File: config.mk
export PLATFORM = sky130hd
export DESIGN_NAME = stc_throttle_ctrl
export DESIGN_NICKNAME = d
export VERILOG_FILES = /design/src/rtl/stc_pkg.sv /design/src/rtl/stc_interval_timer.sv /design/src/rtl/stc_weigh.sv /design/src/rtl/stc_select.sv /design/src/rtl/stc_throttle_ctrl.sv
export SDC_FILE = /design/constraint.sdc
export NUM_CORES = 2
export LEC_CHECK = 0
export ABC_AREA = 1
export BUFFER_PORTS_ARGS = -buffer_cell sky130_fd_sc_hd__buf_2
export CAP_MARGIN = 25
export CORE_AREA = 10 10 314 286
export CTS_BUF_LIST = sky130_fd_sc_hd__clkbuf_4 sky130_fd_sc_hd__clkbuf_8 sky130_fd_sc_hd__clkbuf_16
export CTS_CLUSTER_DIAMETER = 100
export DETAILED_ROUTE_END_ITERATION = 8
export DIE_AREA = 0 0 324 296
export PLACE_DENSITY_LB_ADDON = 0.1
export SLEW_MARGIN = 25
export SYNTH_ARGS = -nofsm -noshare
export SYNTH_HDL_FRONTEND = slang
export SYNTH_SLANG_ARGS = --single-unit
File: constraint.sdc
create_clock -name clk -period 28.1 [get_ports clk]
set_input_delay 2.81 -clock clk [delete_from_list [all_inputs] [get_ports clk]]
set_output_delay 2.81 -clock clk [all_outputs]
set_load 0.01 [all_outputs]
File: src/rtl/stc_pkg.sv
package stc_pkg;
  localparam int LVL_W = 3;
  typedef logic [LVL_W-1:0] lvl_t;
endpackage

File: src/rtl/stc_interval_timer.sv
module stc_interval_timer #(
  parameter int INTERVAL = 256
) (
  input  logic clk,
  input  logic rst,
  output logic tick
);
  localparam int CNT_W = (INTERVAL > 2) ? $clog2(INTERVAL) : 1;
  logic [CNT_W-1:0] cnt_q;

  assign tick = (cnt_q == CNT_W'(INTERVAL - 1));

  always_ff @(posedge clk) begin
    if (rst)       cnt_q <= '0;
    else if (tick) cnt_q <= '0;
    else           cnt_q <= cnt_q + 1'b1;
  end
endmodule

File: src/rtl/stc_weigh.sv
module stc_weigh #(
  parameter int N_CORES = 4,
  parameter int SD_W    = 16,
  parameter int WT_W    = 8,
  parameter int WT_FRAC = 4,
  localparam int WS_W   = SD_W + WT_W - WT_FRAC
) (
  input  logic [N_CORES*SD_W-1:0] slowdown,
  input  logic [N_CORES*WT_W-1:0] weight,
  output logic [N_CORES*WS_W-1:0] scaled
);
  for (genvar g = 0; g < N_CORES; g++) begin : g_core
    logic [SD_W+WT_W-1:0] prod;
    assign prod = (SD_W+WT_W)'(slowdown[g*SD_W +: SD_W]) * (SD_W+WT_W)'(weight[g*WT_W +: WT_W]);
    assign scaled[g*WS_W +: WS_W] = prod[SD_W+WT_W-1:WT_FRAC];
  end
endmodule

File: src/rtl/stc_select.sv
module stc_select #(
  parameter int N_CORES = 4,
  parameter int WS_W    = 20,
  parameter int SD_W    = 16,
  parameter int IF_W    = 12,
  parameter int FRAC    = 8,
  localparam int IDX_W  = $clog2(N_CORES)
) (
  input  logic [N_CORES*WS_W-1:0]         scaled,
  input  logic [N_CORES*N_CORES*IF_W-1:0] interf,
  input  logic [SD_W-1:0]                 target,
  output logic [IDX_W-1:0]                victim,
  output logic [IDX_W-1:0]                culprit,
  output logic                            exceed
);
  localparam int CW = WS_W + SD_W + FRAC;

  logic [WS_W-1:0] vmax, vmin;
  logic [IF_W-1:0] cbest, cval;
  logic            found;
  logic [CW-1:0]   lhs, rhs;

  always_comb begin
    victim = '0;
    vmax   = scaled[0 +: WS_W];
    vmin   = scaled[0 +: WS_W];
    for (int i = 1; i < N_CORES; i++) begin
      if (scaled[i*WS_W +: WS_W] > vmax) begin
        vmax   = scaled[i*WS_W +: WS_W];
        victim = IDX_W'(i);
      end
      if (scaled[i*WS_W +: WS_W] < vmin) vmin = scaled[i*WS_W +: WS_W];
    end
  end

  always_comb begin
    culprit = '0;
    cbest   = '0;
    found   = 1'b0;
    for (int c = 0; c < N_CORES; c++) begin
      cval = interf[(int'(victim)*N_CORES + c)*IF_W +: IF_W];
      if (IDX_W'(c) != victim && (!found || cval > cbest)) begin
        cbest   = cval;
        culprit = IDX_W'(c);
        found   = 1'b1;
      end
    end
  end

  assign lhs    = CW'(vmax) << FRAC;
  assign rhs    = CW'(target) * CW'(vmin);
  assign exceed = lhs > rhs;
endmodule

File: src/rtl/stc_throttle_ctrl.sv
module stc_throttle_ctrl #(
  parameter int N_CORES   = 4,
  parameter int SD_W      = 16,
  parameter int WT_W      = 8,
  parameter int WT_FRAC   = 4,
  parameter int IF_W      = 12,
  parameter int INTERVAL  = 256,
  parameter int MAX_LVL   = 4,
  parameter int RESET_LVL = 2,
  localparam int MO_W     = MAX_LVL + 1,
  localparam int LVL_W    = stc_pkg::LVL_W
) (
  input  logic                            clk,
  input  logic                            rst,
  input  logic [N_CORES*SD_W-1:0]         slowdown_i,
  input  logic [N_CORES*WT_W-1:0]         weight_i,
  input  logic [N_CORES*N_CORES*IF_W-1:0] interf_i,
  input  logic [SD_W-1:0]                 target_i,
  output logic [N_CORES*MO_W-1:0]         max_outst_o,
  output logic [N_CORES*LVL_W-1:0]        inj_rate_o
);
  import stc_pkg::*;
  localparam int WS_W  = SD_W + WT_W - WT_FRAC;
  localparam int IDX_W = $clog2(N_CORES);
  localparam int FRAC  = 8;

  logic                    tick;
  logic [N_CORES*WS_W-1:0] scaled;
  logic [IDX_W-1:0]        victim, culprit;
  logic                    exceed;

  stc_interval_timer #(.INTERVAL(INTERVAL)) u_timer (
    .clk(clk), .rst(rst), .tick(tick)
  );

  stc_weigh #(.N_CORES(N_CORES), .SD_W(SD_W), .WT_W(WT_W), .WT_FRAC(WT_FRAC)) u_weigh (
    .slowdown(slowdown_i), .weight(weight_i), .scaled(scaled)
  );

  stc_select #(.N_CORES(N_CORES), .WS_W(WS_W), .SD_W(SD_W), .IF_W(IF_W), .FRAC(FRAC)) u_sel (
    .scaled(scaled), .interf(interf_i), .target(target_i),
    .victim(victim), .culprit(culprit), .exceed(exceed)
  );

  for (genvar g = 0; g < N_CORES; g++) begin : g_lvl
    lvl_t lvl_q, lvl_d;

    always_comb begin
      lvl_d = lvl_q;
      if (tick && exceed) begin
        if (culprit == IDX_W'(g) && lvl_q != '0)
          lvl_d = lvl_q - 1'b1;
        else if (victim == IDX_W'(g) && lvl_q != LVL_W'(MAX_LVL))
          lvl_d = lvl_q + 1'b1;
      end
    end

    always_ff @(posedge clk) begin
      if (rst) begin
        lvl_q                        <= LVL_W'(RESET_LVL);
        max_outst_o[g*MO_W +: MO_W]  <= MO_W'(1) << RESET_LVL;
        inj_rate_o[g*LVL_W +: LVL_W] <= LVL_W'(RESET_LVL + 1);
      end else begin
        lvl_q                        <= lvl_d;
        max_outst_o[g*MO_W +: MO_W]  <= MO_W'(1) << lvl_d;
        inj_rate_o[g*LVL_W +: LVL_W] <= lvl_d + 1'b1;
      end
    end
  end
endmodule

# Word-level counts from Yosys, hierarchy flattened
# Index checks and enable logic that the tools add are counted.
word_totals:
  elab_cells: 126
  input_bits: 306
  register_bits: 52
  out_inout_bits: 32
classes:
  n_addsub: 16
  n_lt_le_gt_ge: 10
  mux: 30
  n_shift: 8
  n_eq_ne: 14
  n_mul: 9
  reduce_logical: 26
ops:
  columns: ["cell", "n"]
  rows:
  - ["indexed part select 192 x 32 -> 12 bit", 4]
  - ["two-way mux 20 bit", 6]
  - ["multiplier 16 x 8 -> 24 bit", 4]
  - ["multiplier 32 x 3 -> 30 bit (second input constant)", 3]
  - ["greater-than comparator 20 bit", 3]
  - ["< comparator 20 bit", 3]
  - ["greater-than comparator 12 bit", 3]
  - ["greater-than comparator 28 x 36 -> 1 bit", 1]
  - ["multiplier 16 x 20 -> 36 bit", 1]
  - ["two-way mux 12 bit", 3]
  - ["two-way mux 3 bit", 12]
  - ["adder 3 x 1 -> 3 bit (second input constant)", 8]
  - ["left shift 1 x 3 -> 5 bit (first input constant)", 4]
  - ["logical AND 1 bit", 12]
  - ["!= test 3 bit (second input constant)", 4]
  - ["nonzero test 3 bit", 4]
  - ["subtractor 3 x 1 -> 3 bit (second input constant)", 4]
  - ["adder 4 x 2 -> 5 bit (second input constant)", 2]
  - ["adder 8 x 1 -> 8 bit (second input constant)", 1]
  - ["equality test 2 bit (second input constant)", 4]
  - ["equality test 8 bit (second input constant)", 1]
  - ["two-way mux 2 bit", 4]
  - ["adder 4 x 1 -> 5 bit (second input constant)", 1]
  - ["two-way mux 1 bit", 5]
  - ["9 further kinds", 16]

# Logic depth before layout (Yosys ltp)
depth:
  depth_word: 27
  ltp_mapped: 121
  depth_no_buf: 107

# Cells and area by module
# From an unflattened synthesis, not the netlist that was laid out.
unflattened:
  cells_unflattened: 5509
  hier_area_um2: 37135.6
by_module_without_submodules:
  columns: ["mod", "seq_area_each_um2", "area_per_inst_um2", "n_inst", "cells_each"]
  rows:
  - ["stc_weigh", 0.0, 18305.1, 1, 2859]
  - ["stc_select", 0.0, 16437.0, 1, 2336]
  - ["stc_throttle_ctrl", 880.8, 2011.9, 1, 259]
  - ["stc_interval_timer", 160.2, 381.6, 1, 55]

# Worst setup path after synthesis
# OpenSTA, ideal clock, no wires.
synth_timing:
  path_type: "input to register"
  start: "input port weight_i[2]"
  end: "register max_outst_o[7]"
  path_slack_ns: 8.959
  t_arrival_ns: 19.021
  n_path_buf: 14
  cell_stages: 102
  setup_time_ns: 0.120
  required_time_ns: 27.980
  path_cell_list: "clkbuf_1 -> clkbuf_1 -> nand2_1 -> fa_1 -> fa_1 -> inv_1 -> fa_1 -> inv_1 -> fa_1 -> inv_1 -> ha_1 -> nand2_1 -> nor2_1 -> nand3_1 -> nand3_1 -> nand3_1 -> nand2_1 -> nand3_1 -> (+66 left out) -> nand2_1 -> o21ai_0 -> ha_1 -> nand2_1 -> inv_1 -> nand3_1 -> o41ai_1 -> o21ai_0 -> nand2_1 -> nand2_1 -> a21oi_1 -> nand2_1 -> nand2_1 -> o21ai_0 -> nor2_1 -> nand4_1 -> a21oi_1 -> nor2_1"
synth_via:
  elab_chain_cells: 27
  word_cells_on_any_way: 63
  cone_classes: "3 x add/sub; 6 x mul; 10 x order compare; 5 x eq/ne; 5 x shift; 21 x mux; 13 x reduce/logical"
synth_rtl:
  columns: ["item", "line_no", "source"]
  rows:
  - ["start, declared", "stc_throttle_ctrl.sv:16", "input logic [N_CORES*WT_W-1:0] weight_i,"]
  - ["multiplier 16 x 8 -> 24 bit *", "stc_weigh.sv:14", "assign prod = (SD_W+WT_W)'(slowdown[g*SD_W +: SD_W]) * (SD_W+WT_W)'(weight[g*WT_W +: WT_W]);"]
  - ["greater-than comparator 20 bit", "stc_select.sv:28", "if (scaled[i*WS_W +: WS_W] > vmax) begin"]
  - ["two-way mux 20 bit", "stc_select.sv:28", null]
  - ["greater-than comparator 20 bit", "stc_select.sv:28", null]
  - ["two-way mux 20 bit", "stc_select.sv:28", null]
  - ["greater-than comparator 20 bit", "stc_select.sv:28", null]
  - ["two-way mux 2 bit", "stc_select.sv:28", null]
  - ["adder 4 x 1 -> 5 bit / multiplier 2 x 2 -> 4 bit (equally long branches)", "stc_select.sv:41", "cval = interf[(int'(victim)*N_CORES + c)*IF_W +: IF_W];"]
  - ["(+11 left out)", null, null]
  - ["logical OR 1 bit", "stc_select.sv:42", "if (IDX_W'(c) != victim && (!found || cval > cbest)) begin"]
  - ["logical AND 1 bit", "stc_select.sv:42", null]
  - ["two-way mux 2 bit", "stc_select.sv:42", null]
  - ["equality test 2 x 1 -> 1 bit", "stc_throttle_ctrl.sv:51", "if (culprit == IDX_W'(g) && lvl_q != '0)"]
  - ["logical AND 1 bit", "stc_throttle_ctrl.sv:51", null]
  - ["two-way mux 3 bit", "stc_throttle_ctrl.sv:51", null]
  - ["two-way mux 3 bit *", "stc_throttle_ctrl.sv:50", "if (tick && exceed) begin"]
  - ["left shift 1 x 3 -> 5 bit *", "stc_throttle_ctrl.sv:65", "max_outst_o[g*MO_W +: MO_W] <= MO_W'(1) << lvl_d;"]
  - ["end signal, assigned by index", "stc_throttle_ctrl.sv:61", "max_outst_o[g*MO_W +: MO_W] <= MO_W'(1) << RESET_LVL;"]
  - ["end signal, assigned by index", "stc_throttle_ctrl.sv:65", null]
  - ["end, declared", "stc_throttle_ctrl.sv:19", "output logic [N_CORES*MO_W-1:0] max_outst_o,"]
# Every way passes the cells marked *; elsewhere a longest branch is shown, timed or not.
# A chain may end at the register's enable or synchronous reset.

# Final worst setup path
layout_timing:
  start: "input port weight_i[2]"
  end: "register inj_rate_o[5]"
layout_via:
  elab_chain_cells: 27
  word_cells_on_any_way: 63
  cone_classes: "4 x add/sub; 6 x mul; 10 x order compare; 5 x eq/ne; 4 x shift; 21 x mux; 13 x reduce/logical"
layout_rtl:
  columns: ["item", "line_no", "source"]
  rows:
  - ["multiplier 16 x 8 -> 24 bit *", "stc_weigh.sv:14", null]
  - ["greater-than comparator 20 bit", "stc_select.sv:28", null]
  - ["two-way mux 20 bit", "stc_select.sv:28", null]
  - ["greater-than comparator 20 bit", "stc_select.sv:28", null]
  - ["two-way mux 20 bit", "stc_select.sv:28", null]
  - ["greater-than comparator 20 bit", "stc_select.sv:28", null]
  - ["two-way mux 2 bit", "stc_select.sv:28", null]
  - ["adder 4 x 1 -> 5 bit / multiplier 2 x 2 -> 4 bit (equally long branches)", "stc_select.sv:41", null]
  - ["(+11 left out)", null, null]
  - ["logical OR 1 bit", "stc_select.sv:42", null]
  - ["logical AND 1 bit", "stc_select.sv:42", null]
  - ["two-way mux 2 bit", "stc_select.sv:42", null]
  - ["equality test 2 x 1 -> 1 bit", "stc_throttle_ctrl.sv:51", null]
  - ["logical AND 1 bit", "stc_throttle_ctrl.sv:51", null]
  - ["two-way mux 3 bit", "stc_throttle_ctrl.sv:51", null]
  - ["two-way mux 3 bit *", "stc_throttle_ctrl.sv:50", null]
  - ["adder 3 x 1 -> 3 bit *", "stc_throttle_ctrl.sv:66", "inj_rate_o[g*LVL_W +: LVL_W] <= lvl_d + 1'b1;"]
  - ["end signal, assigned by index", "stc_throttle_ctrl.sv:62", "inj_rate_o[g*LVL_W +: LVL_W] <= LVL_W'(RESET_LVL + 1);"]
  - ["end signal, assigned by index", "stc_throttle_ctrl.sv:66", null]
  - ["end, declared", "stc_throttle_ctrl.sv:20", "output logic [N_CORES*LVL_W-1:0] inj_rate_o"]
# Marks and branches as above.

==> impl_metrics.toml <==
[layout]
final_cell_mix = "nand2_1 (1408), inv_1 (1098), fa_1 (586), ha_1 (439), buf_2 (337)"
n_antenna_cell = 0
nets = 6763
layout-drive-gt1-share_pct = 9.28
area_growth_pct = 6.06
final_cells = 6513
final_area_mm2 = 0.0394
final_common_cell = "nand2_1"

[timing]
tightest_slew_ns = 1.03
tns_ns = 0
final-max-slew-violation-count = 0
rsz0062_at_grt = "false"
skew_ns = 0.00235
finalCriticalPeriod_ns = 23.26
max_freq_mhz = 43.0
fin_crit_sh_pct = 82.8
relSlewSlack_pct = 30.6
finalHoldViolations = 0
final-setup-viol-count = 0
fin_ws_ns = 4.84

[floorplan]
core_mm2 = 0.0834
fp.dieH_um = 296
start_util_pct = 44.6
die-area_mm2 = 0.0959
fp-row-count = 101
ioPinCount = 338
die_w_um = 324

[synthesis]
synthCells = 5331
synth_nets = 6663
synth.yosys.seq_area_share_pct = 2.80
synth-main-ff-cell = "dfxtp_1"
ys_ff_latch = 52
synth_edf_count = 0
yosys_warnings = 0
synth_area_mm2 = 0.0372
synthArstFlopShare_pct = 0
synth_cell_types = 64
synth_area_per_cell_um2 = 6.97

[clock_tree]
cts_setup_buffers = 0
cts_tree = "done"
numCtsBuffers = 5
clk_pin_slew_ns = 0.06
cts_resized = 0
ctsHoldBuffers = 0
htreeDepth = 2
cts_root_buffer = "clkbuf_16"
insertion_delay_ns = 0.29
cts_max_path_buffers = 2
clock_sinks = 52

[critical_path]
reg2reg_depth = 17
cp_slowest_cell = "clkinv_2"
cp_top_family = "simple AND/OR/NAND/NOR gates"
critPathMaxStageDelay_ns = 0.78
cp_common_cell = "nand2_1"
r2r-end = "max_outst_o[7]$_SDFF_PP1_"
required_ns = 28.34
crit_arrival_ns = 23.50
crit_type = "in -> reg"
cp.buffers_inverters = 16
r2r_slack_ns = 24.96
r2r_start = "u_timer.cnt_q[0]$_SDFF_PP0_"
critPathLaunchType = "input port"
cp_max_fo = 86
worst_setup_path_end_kind = "flop"

[placed_design]
portBuffers = 337
post-place-cells = 6505
dp_slack_ns = 4.96
gp_congestion = 0.927
post_dp_cell_area_mm2 = 0.0393
dp_hpwl_um = 99400

[global_routing]
met1_usage_pct = 35.1
grt-ovfl-total = 0
grt_pass1_wl_um = 190000
grt_max_degree = 87
grt_pass1_vias = 35100
antenna_found_initial = 1
use_met2_pct = 40.6
grt_busiest_layer = "met2"
grtUsageTotal_pct = 24.5
grtUsageMet3_pct = 2.23

[routing]
num_vias = 34400
drt_wl_total_um = 118000
ant_nets = 0
firstDrtPassIters = 6
drtIter0Drc = 2617
drc_errors = 0
vias_per_cell = 5.28
wl_per_cell_um = 18.1

[hold_path]
hold_path_class = "reg -> reg"
hold_end = "u_timer.cnt_q[3]$_SDFF_PP0_"
holdPathStages = 2
holdCritStartpoint = "u_timer.cnt_q[3]$_SDFF_PP0_"

[job]
drv_cap = 0

[status]
outcome = "completed"
## worst reg2reg max path, stage by stage (launching register included)
cell and delay, ns:
dfxtp_1 0.38, ha_1 0.19, nand2_1 0.07, nor2_1 0.09, inv_1 0.05, nor2_1 0.15
and3_1 0.20, nand2_1 0.19, nor2_1 0.16, nand3_1 0.08, or3_1 0.41, nor4_4 0.42
nand2_1 0.18, nand2_1 0.12, nand2_1 0.11, nand2_1 0.10, nand2_1 0.09, nor2_1 0.08
## worst max path at each step
stage	start	end	slack [ns]	cells after the start
6_report	weight_i[2]	inj_rate_o[5]$_SDFF_PP0_	4.84	93
5_1_grt	weight_i[10]	inj_rate_o[5]$_SDFF_PP0_	2.83	94
4_1_cts	weight_i[2]	inj_rate_o[5]$_SDFF_PP0_	5.20	93
3_5_place_dp	weight_i[2]	max_outst_o[7]$_SDFF_PP1_	4.96	92
3_3_place_gp	weight_i[2]	inj_rate_o[5]$_SDFF_PP0_	5.54	94
2_1_floorplan	weight_i[2]	max_outst_o[7]$_SDFF_PP1_	8.96	102
## cell usage after synthesis (5+ instances only)
cell,n,share of area (%)
o21ai_2,5,0.12
o21ai_1,17,0.23
o22ai_1,9,0.15
o221ai_1,8,0.19
clkinv_1,7,0.071
inv_2,19,0.19
o21a_1,6,0.12
o211ai_1,38,0.77
buf_1,11,0.11
nand2_2,51,0.86
clkbuf_1,195,2.0
nor4_1,7,0.12
xor2_1,63,1.5
o32ai_1,5,0.12
nand4_1,34,0.57
nand2_1,1410,14
inv_1,1099,11
nand3_2,7,0.19
o2111ai_1,9,0.21
ha_1,440,15
o311ai_0,5,0.12
a21oi_1,231,3.1
xnor2_1,43,1.0
a211oi_1,11,0.22
nand3_1,176,2.4
nor2_1,265,2.7
a31oi_1,25,0.42
o21ai_0,301,4.1
buf_2,46,0.62
nor2_2,6,0.10
o21bai_1,6,0.12
nand2_4,5,0.15
a21o_1,13,0.26
fa_1,586,32
a32o_1,14,0.38
nor3_1,21,0.28
or2_2,26,0.44
dfxtp_1,52,2.8
## area by class of cell
class / instances / area, um2
clock inverters: 2 / 10.0
fillers: 8695 / 44000
flip-flops and latches: 52 / 1040
inverters: 1125 / 4220
multi-input cells: 3893 / 30800
well taps: 1081 / 1350
repair buffers: 354 / 1810
clock buffers: 6 / 139
## sequential cells by signal, summed over array words and instances, names as in the netlist
signal,count
max_outst_o,20
g_lvl.lvl_q,12
u_timer.cnt_q,8
inj_rate_o,12
## kinds of logic after synthesis
group | share of synthesized area (%)
adders and majority gates | 46.4
and+or+nand+nor | 23.0
muxes | 0.0539
AOI/OAI and AO/OA | 11.0
buffers and inverters | 14.3
DFF | 2.80
xor gates and xnor gates | 2.50
## per-stage QoR
| stage | hold WS, ns | util [%] |
|---|---|---|
| final | 0.471 | 47.3 |
| after floorplan | 0.430 | - |
| after CTS | 0.470 | 47.3 |
| after detailed placement | 0.461 | 47.1 |
| after global routing | 0.479 | 47.3 |
| after global placement | 0.450 | 47.1 |
## layer usage
layer  part of all wire [%]  routed length, um  vias up
met4                    1.7               1970        2
met2                     47              54900     1064
met1                     46              54400    16700
met5                 0.0085                 10        -
met3                    5.5               6420      123
li1                       -                  -    16500
Power is not shown: default switching activity piles up to over one toggle a cycle in this logic, so the estimate is an artifact.
